File: config.mk
export PLATFORM = sky130hd
export DESIGN_NAME = mdio_host
export DESIGN_NICKNAME = d
export VERILOG_FILES = /design/src/rtl/mdio_host_pkg.sv /design/src/rtl/mdio_host_ctrl.sv /design/src/rtl/mdio_host_dp.sv /design/src/rtl/mdio_host.sv
export SDC_FILE = /design/constraint.sdc
export NUM_CORES = 1
export LEC_CHECK = 0
export BUFFER_PORTS_ARGS = -buffer_cell sky130_fd_sc_hd__buf_2
export CAP_MARGIN = 25
export CORE_ASPECT_RATIO = 2
export CORE_MARGIN = 2
export CORE_UTILIZATION = 60
export DETAILED_ROUTE_END_ITERATION = 12
export PLACE_DENSITY = 0.8
export SKIP_LAST_GASP = 1
export SYNTH_ARGS = -nofsm -noshare
export SYNTH_HDL_FRONTEND = slang
export SYNTH_SLANG_ARGS = --single-unit
File: constraint.sdc
create_clock -name clk -period 3.5 [get_ports clk]
set_clock_uncertainty 0.1 [all_clocks]
set_input_delay 0.7 -clock clk [delete_from_list [all_inputs] [get_ports clk]]
set_output_delay 0.7 -clock clk [all_outputs]
set_load 0.03 [all_outputs]
File: src/rtl/mdio_host_pkg.sv
package mdio_host_pkg;
  localparam int PRE_BITS    = 32;
  localparam int FRAME_BITS  = PRE_BITS + 32;
  localparam int RELEASE_IDX = PRE_BITS + 14;
  localparam int FLD_W       = 5;
  localparam int DATA_W      = 16;

  localparam logic [1:0] ADDR_CFG  = 2'd0;
  localparam logic [1:0] ADDR_CTL  = 2'd1;
  localparam logic [1:0] ADDR_WDAT = 2'd2;
  localparam logic [1:0] ADDR_RDAT = 2'd3;

  localparam int GO_BIT    = 0;
  localparam int READY_BIT = 1;
  localparam int READ_BIT  = 2;
  localparam int PHY_LSB   = 8;
  localparam int REG_LSB   = 16;
  localparam int EN_BIT    = 31;

  typedef struct packed {
    logic load;
    logic advance;
    logic sample;
    logic finish;
    logic abort;
  } mdioStb_t;
endpackage

File: src/rtl/mdio_host_ctrl.sv
module mdio_host_ctrl
  import mdio_host_pkg::*;
#(
  parameter int DIV_W = 8
) (
  input  logic             clk,
  input  logic             rstN,
  input  logic             cfgEnable,
  input  logic [DIV_W-1:0] cfgDiv,
  input  logic             startReq,
  output logic             mdc,
  output logic             busy,
  output logic             ready,
  output mdioStb_t         stb
);
  localparam int BIT_W = $clog2(FRAME_BITS);
  localparam logic [BIT_W-1:0] LAST_BIT = BIT_W'(FRAME_BITS - 1);

  logic [DIV_W-1:0] divCnt;
  logic [DIV_W-1:0] divLat;
  logic [BIT_W-1:0] bitCnt;
  logic             halfDone;

  assign ready    = cfgEnable && !busy;
  assign halfDone = busy && (divCnt == divLat);

  always_comb begin
    stb      = '0;
    stb.load = startReq;
    if (busy && !cfgEnable) begin
      stb.abort = 1'b1;
    end else if (halfDone) begin
      if (!mdc)                   stb.sample  = 1'b1;
      else if (bitCnt == LAST_BIT) stb.finish  = 1'b1;
      else                        stb.advance = 1'b1;
    end
  end

  always_ff @(posedge clk) begin
    if (!rstN) begin
      busy   <= 1'b0;
      mdc    <= 1'b0;
      divCnt <= '0;
      divLat <= '0;
      bitCnt <= '0;
    end else if (stb.abort) begin
      busy   <= 1'b0;
      mdc    <= 1'b0;
      divCnt <= '0;
    end else if (stb.load) begin
      busy   <= 1'b1;
      mdc    <= 1'b0;
      divCnt <= '0;
      bitCnt <= '0;
      divLat <= cfgDiv;
    end else if (busy) begin
      if (halfDone) begin
        divCnt <= '0;
        mdc    <= !mdc;
        if (stb.finish)  busy   <= 1'b0;
        if (stb.advance) bitCnt <= bitCnt + 1'b1;
      end else begin
        divCnt <= divCnt + 1'b1;
      end
    end
  end

  // a cleared enable leaves MDC low on the next cycle
  p_no_mdc_when_off_r3: assert property (@(posedge clk) disable iff (!rstN)
    !cfgEnable |=> !mdc);

  // every MDC rise closes a low phase of divisor+1 cycles
  p_rise_after_half_r1: assert property (@(posedge clk) disable iff (!rstN)
    $rose(mdc) |-> ($past(divCnt) == $past(divLat)));

  // every regular MDC fall closes a high phase of divisor+1 cycles
  p_fall_after_half_r1: assert property (@(posedge clk) disable iff (!rstN)
    ($fell(mdc) && $past(cfgEnable)) |-> ($past(divCnt) == $past(divLat)));

  // a frame only starts from the ready state
  p_start_from_ready_r8: assert property (@(posedge clk) disable iff (!rstN)
    $rose(busy) |-> $past(ready));
endmodule

File: src/rtl/mdio_host_dp.sv
module mdio_host_dp
  import mdio_host_pkg::*;
#(
  parameter int DIV_W = 8
) (
  input  logic             clk,
  input  logic             rstN,
  input  logic             regWrEn,
  input  logic [1:0]       regAddr,
  input  logic [31:0]      regWrData,
  output logic [31:0]      regRdData,
  input  logic             ready,
  input  logic             busy,
  input  mdioStb_t         stb,
  input  logic             mdioIn,
  output logic             mdioOut,
  output logic             mdioOe,
  output logic             startReq,
  output logic             cfgEnable,
  output logic [DIV_W-1:0] cfgDiv
);
  logic [FLD_W-1:0]      ctlPhy, ctlReg, newPhy, newReg;
  logic                  ctlRead, newRead, frameRead, ctlWrOk;
  logic [DATA_W-1:0]     wrData, rdData, rdShift;
  logic [FRAME_BITS-1:0] outShift, oeShift, newFrame, newMask;
  logic                  unusedWr;

  assign unusedWr = ^regWrData;
  assign ctlWrOk  = regWrEn && (regAddr == ADDR_CTL) && ready;
  assign startReq = ctlWrOk && regWrData[GO_BIT];
  assign newRead  = regWrData[READ_BIT];
  assign newPhy   = regWrData[PHY_LSB +: FLD_W];
  assign newReg   = regWrData[REG_LSB +: FLD_W];

  assign newFrame = {{PRE_BITS{1'b1}}, 2'b01, (newRead ? 2'b10 : 2'b01),
                     newPhy, newReg, (newRead ? 2'b11 : 2'b10),
                     (newRead ? {DATA_W{1'b1}} : wrData)};
  assign newMask  = newRead ? {{RELEASE_IDX{1'b1}}, {(FRAME_BITS-RELEASE_IDX){1'b0}}}
                            : {FRAME_BITS{1'b1}};

  assign mdioOut = outShift[FRAME_BITS-1];
  assign mdioOe  = oeShift[FRAME_BITS-1];

  always_ff @(posedge clk) begin
    if (!rstN) begin
      cfgEnable <= 1'b0;
      cfgDiv    <= '0;
      ctlPhy    <= '0;
      ctlReg    <= '0;
      ctlRead   <= 1'b0;
      wrData    <= '0;
      rdData    <= '0;
      rdShift   <= '0;
      outShift  <= '0;
      oeShift   <= '0;
      frameRead <= 1'b0;
    end else begin
      if (regWrEn && regAddr == ADDR_CFG) begin
        cfgEnable <= regWrData[EN_BIT];
        cfgDiv    <= regWrData[DIV_W-1:0];
      end
      if (regWrEn && regAddr == ADDR_WDAT) wrData <= regWrData[DATA_W-1:0];
      if (ctlWrOk) begin
        ctlPhy  <= newPhy;
        ctlReg  <= newReg;
        ctlRead <= newRead;
      end
      if (stb.load) begin
        outShift  <= newFrame;
        oeShift   <= newMask;
        frameRead <= newRead;
      end else if (stb.advance) begin
        outShift <= {outShift[FRAME_BITS-2:0], 1'b1};
        oeShift  <= {oeShift[FRAME_BITS-2:0], 1'b0};
      end else if (stb.finish || stb.abort) begin
        oeShift <= '0;
      end
      if (stb.sample && frameRead && !oeShift[FRAME_BITS-1])
        rdShift <= {rdShift[DATA_W-2:0], mdioIn};
      if (stb.finish && frameRead) rdData <= rdShift;
    end
  end

  always_comb begin
    regRdData = '0;
    case (regAddr)
      ADDR_CFG: begin
        regRdData[EN_BIT]      = cfgEnable;
        regRdData[DIV_W-1:0]   = cfgDiv;
      end
      ADDR_CTL: begin
        regRdData[READY_BIT]         = ready;
        regRdData[READ_BIT]          = ctlRead;
        regRdData[PHY_LSB +: FLD_W]  = ctlPhy;
        regRdData[REG_LSB +: FLD_W]  = ctlReg;
      end
      ADDR_WDAT: regRdData[DATA_W-1:0] = wrData;
      default:   regRdData[DATA_W-1:0] = rdData;
    endcase
  end

  // the data line is only driven inside a frame
  p_oe_only_in_frame_r9: assert property (@(posedge clk) disable iff (!rstN)
    mdioOe |-> busy);

  // read data changes only when a frame completes
  p_rddata_hold_r7: assert property (@(posedge clk) disable iff (!rstN)
    !stb.finish |=> $stable(rdData));
endmodule

File: src/rtl/mdio_host.sv
module mdio_host
  import mdio_host_pkg::*;
#(
  parameter int DIV_W = 8
) (
  input  logic        clk,
  input  logic        rstN,
  input  logic        regWrEn,
  input  logic [1:0]  regAddr,
  input  logic [31:0] regWrData,
  output logic [31:0] regRdData,
  input  logic        mdioIn,
  output logic        mdc,
  output logic        mdioOut,
  output logic        mdioOe
);
  mdioStb_t         stb;
  logic             ready, busy, startReq, cfgEnable;
  logic [DIV_W-1:0] cfgDiv;

  mdio_host_ctrl #(.DIV_W(DIV_W)) u_ctrl (
    .clk(clk), .rstN(rstN), .cfgEnable(cfgEnable), .cfgDiv(cfgDiv),
    .startReq(startReq), .mdc(mdc), .busy(busy), .ready(ready), .stb(stb)
  );

  mdio_host_dp #(.DIV_W(DIV_W)) u_dp (
    .clk(clk), .rstN(rstN), .regWrEn(regWrEn), .regAddr(regAddr),
    .regWrData(regWrData), .regRdData(regRdData), .ready(ready), .busy(busy),
    .stb(stb), .mdioIn(mdioIn), .mdioOut(mdioOut), .mdioOe(mdioOe),
    .startReq(startReq), .cfgEnable(cfgEnable), .cfgDiv(cfgDiv)
  );
endmodule

==> results.cfg <==
[clock_network]
post_cts_buffers = 0
clkTransAtPathRegs_ps = 70
cts_inserted_buffers = 19
number_of_hold_buffers_added_after_cts = 0
insertion_delay_ps = 490
cts_tree = yes
htreeDepth = 1
cts_repair_resized_insts = 0
max-clock-path-buffers = 3
clock_tree.root_cell = sky130_fd_sc_hd__clkbuf_16
cts.sink_count = 221

[synth]
post_synth_mux_area_share_pct = 4.950
ys_dominant_reg_cell = sky130_fd_sc_hd__dfxtp_1
netlist_instances = 1044
ys_seq_area_share_pct = 47.44
asr_flop_ratio_synth_pct = 0
synth_edf_count = 0
synth_area_in_compound_gates_pct = 22.63
synth_area_leaders = sky130_fd_sc_hd__dfxtp_1 47%, sky130_fd_sc_hd__a21oi_1 6.2%, sky130_fd_sc_hd__o21ai_0 4.3%
ys.warnings.count = 0
synth-adder-area-share_pct = 0.2683
xor_xnor_share_of_the_synthesized_area_pct = 1.409
synthSimpleGateAreaFrac_pct = 16.88
yosys_register_bits = 221
synth_cell_types = 50
dominant_combinational_cell_family_by_area_after_synthesis = compound AO/OA/AOI/OAI gates
post_synth.cell_area_avg_um2 = 8.933
share_of_the_synthesized_area_in_the_top_cell_type_pct = 47.44
synthDominantAreaCellType = sky130_fd_sc_hd__dfxtp_1
syn-cell-area_um2 = 9326

[sta]
period_needed_ps = 2835
fin_crit_sh_pct = 81.01
grt_setup_unrepaired = false
max_slew_headroom_pct = 39.62
hold_ws_ps = 345.2
final_hold_viol_count = 0
slew_viol_final = 0
report.final.setup_viol = 0
setup_tns_ps = 0
fmax_ghz = 0.3527
worst_slew_pin_slew_ps = 905.7

[grt]
leftover_overflow_at_the_end_of_global_routing = 0
grt_pass1_vias = 7394
grt_antenna_before_repair = 0
grt_pass1_wl_um = 35710
grt_usage_pct = 25.58
maximum_number_of_pins_on_one_net_before_global_route_repair = 66

[floorplanning]
rows = 64
core_um2 = 15290
floorplan.initialDensity_pct = 60.98
ioPinCount = 73
floorplan.die.height_um = 180.3
chipWidth_um = 92.16
die_area_um2 = 16620

[finish]
drive_gt1_share_pct = 12.75
nNetsFinal = 1063
nFillCells = 1288
design_area_um2 = 10080
layout-area-overhead-vs-synth_pct = 8.063
most_common_library_cell_in_the_layout_ignoring_fill_and_taps = sky130_fd_sc_hd__dfxtp_1
most-common-layout-cells = 221 x sky130_fd_sc_hd__dfxtp_1, 116 x sky130_fd_sc_hd__a21oi_1, 101 x sky130_fd_sc_hd__nand2_1
insertedDiodeCount = 0
final_cell_count_no_fill = 1233

[routing]
m1WireLength_um = 8673
route.detailed.vias_per_inst = 6.325
drt_drc_violations_left = 0
dr_wl_met2_um = 11110
wire_per_inst_um = 17.63
antenna_viol_nets_final = 0
detailedRoute.firstIterationViolations = 556
drtPass1Iterations = 7
dr_total_vias = 7799
route.final.wire_length_um = 21730
topRoutingLayerUsed = met4
met3RoutedLength_um = 945

[setup_path]
timing.critical_path.from = regAddr[1]
worst-endpoint-required_ps = 2700
critical_path.startpoint_type = input pin
worst-path-max-fanout = 21
cp-end-kind = output pin
worst-endpoint-arrival_ps = 2040
critical_path_class = input pin to output pin
rr_startpoint = u_ctrl.bitCnt[0]

[placed_design]
place.gp.congestion = 0.8528
portBuffers = 52
placedInstanceArea_um2 = 9495
dpl.hpwl_um = 13470
dpl.cell_count = 1200

[pwr]
leakage_nw = 3.705
ir_worst_vdd_v = 0.0004070
powerDensity_nw_per_um2 = 468.6
p_total_mw = 4.723

[worst_hold_path]
hold_start = regWrData[15]
hold_path.class = input pin to flip-flop

[job]
count_of_maximum_capacitance_violations = 0

[outcome]
status = finished, final reports clean
## synthesized netlist by cell type, types with 3 or more instances
cell                       number
sky130_fd_sc_hd__and2_1        11
sky130_fd_sc_hd__a31oi_1       19
sky130_fd_sc_hd__nor3_1         4
sky130_fd_sc_hd__dfxtp_1      221
sky130_fd_sc_hd__nand2_1      101
sky130_fd_sc_hd__buf_6          3
sky130_fd_sc_hd__or4_1          4
sky130_fd_sc_hd__mux2i_1       36
sky130_fd_sc_hd__nand4_1       21
sky130_fd_sc_hd__o21ai_1        4
sky130_fd_sc_hd__o31ai_1        4
sky130_fd_sc_hd__buf_2         20
sky130_fd_sc_hd__a21oi_1      116
sky130_fd_sc_hd__o211ai_1      30
sky130_fd_sc_hd__inv_1          3
sky130_fd_sc_hd__nand3_1       69
sky130_fd_sc_hd__a32oi_1       10
sky130_fd_sc_hd__nor2_1        24
sky130_fd_sc_hd__o311a_1       34
sky130_fd_sc_hd__buf_4         19
sky130_fd_sc_hd__nor2b_1        9
sky130_fd_sc_hd__o221a_1        5
sky130_fd_sc_hd__a22o_1         5
sky130_fd_sc_hd__and3_1        21
sky130_fd_sc_hd__clkbuf_1      80
sky130_fd_sc_hd__xor2_1        14
sky130_fd_sc_hd__mux2_2         5
sky130_fd_sc_hd__o221a_2       12
sky130_fd_sc_hd__or3_1         35
sky130_fd_sc_hd__o21ai_0       80
## final timing paths
kind	to	slack [ps]	depth (start not counted)
worst max-delay path	regRdData[8]	660	4
worst min-delay path	u_dp.wrData[15]	350	3
worst max register to register	u_dp.outShift[53]	930	5
worst min register to register	u_dp.frameRead	360	2
## report_power, final
part | internal (mW) | switching [mW] | leakage [nW]
Clock | 1.11 | 0.907 | 0.292
Sequential | 2.53 | 0.0137 | 1.78
Combinational | 0.0428 | 0.120 | 1.63
## final cells by class
type,count,area (um2),area share (%)
Clock inverter,4,20.02,0.1986
Clock buffer,29,563.0,5.587
Inverter,4,17.52,0.1738
Timing Repair Buffer,72,447.9,4.444
Multi-Input combinational cell,705,4358,43.24
Sequential cell,221,4424,43.90
Tap cell,198,247.7,2.458
## cell families (layout without fill, tap and decap cells)
kind of cell | count (synthesis) | after routing
other cells | 1 | 10
simple gates | 310 | 310
mux | 43 | 43
xor+xnor | 15 | 15
compound gates | 325 | 325
buf+inv | 127 | 109
fa+ha+maj | 2 | 2
flops | 221 | 221
## state kept, by name (all words and copies together), names as in the netlist
| register | count |
|---|---|
| u_dp.oeShift | 64 |
| u_dp.outShift | 64 |
| u_dp.rdData | 16 |
| u_dp.rdShift | 16 |
| u_dp.wrData | 16 |
| u_ctrl.divCnt | 8 |
| u_ctrl.divLat | 8 |
| u_dp.cfgDiv | 8 |
| u_ctrl.bitCnt | 6 |
| u_dp.ctlPhy | 5 |
| u_dp.ctlReg | 5 |
| u_ctrl.busy | 1 |
| u_ctrl.mdc | 1 |
| u_dp.cfgEnable | 1 |
| u_dp.ctlRead | 1 |
| u_dp.frameRead | 1 |
## metrics by stage
stage,utilization (%),worst slack (ps)
2_1_floorplan,-,460.1
3_3_place_gp,62.08,665.1
3_5_place_dp,62.08,657.1
4_1_cts,65.90,660.3
5_1_grt,65.90,587.6
6_report,65.90,664.6
## routing by layer
layer / vias to the layer above / GRT usage, %
met4: 0 / 12.18
met2: 228 / 45.26
met3: 64 / 2.886
met1: 3756 / 30.44
met5: - / 0
li1: 3751 / -
## critical path, stage by stage
cell                      delay (ps)
sky130_fd_sc_hd__buf_2           430
sky130_fd_sc_hd__nor2b_1         460
sky130_fd_sc_hd__a22o_1          240
sky130_fd_sc_hd__buf_2           200
(Power assumes the default switching activity.)
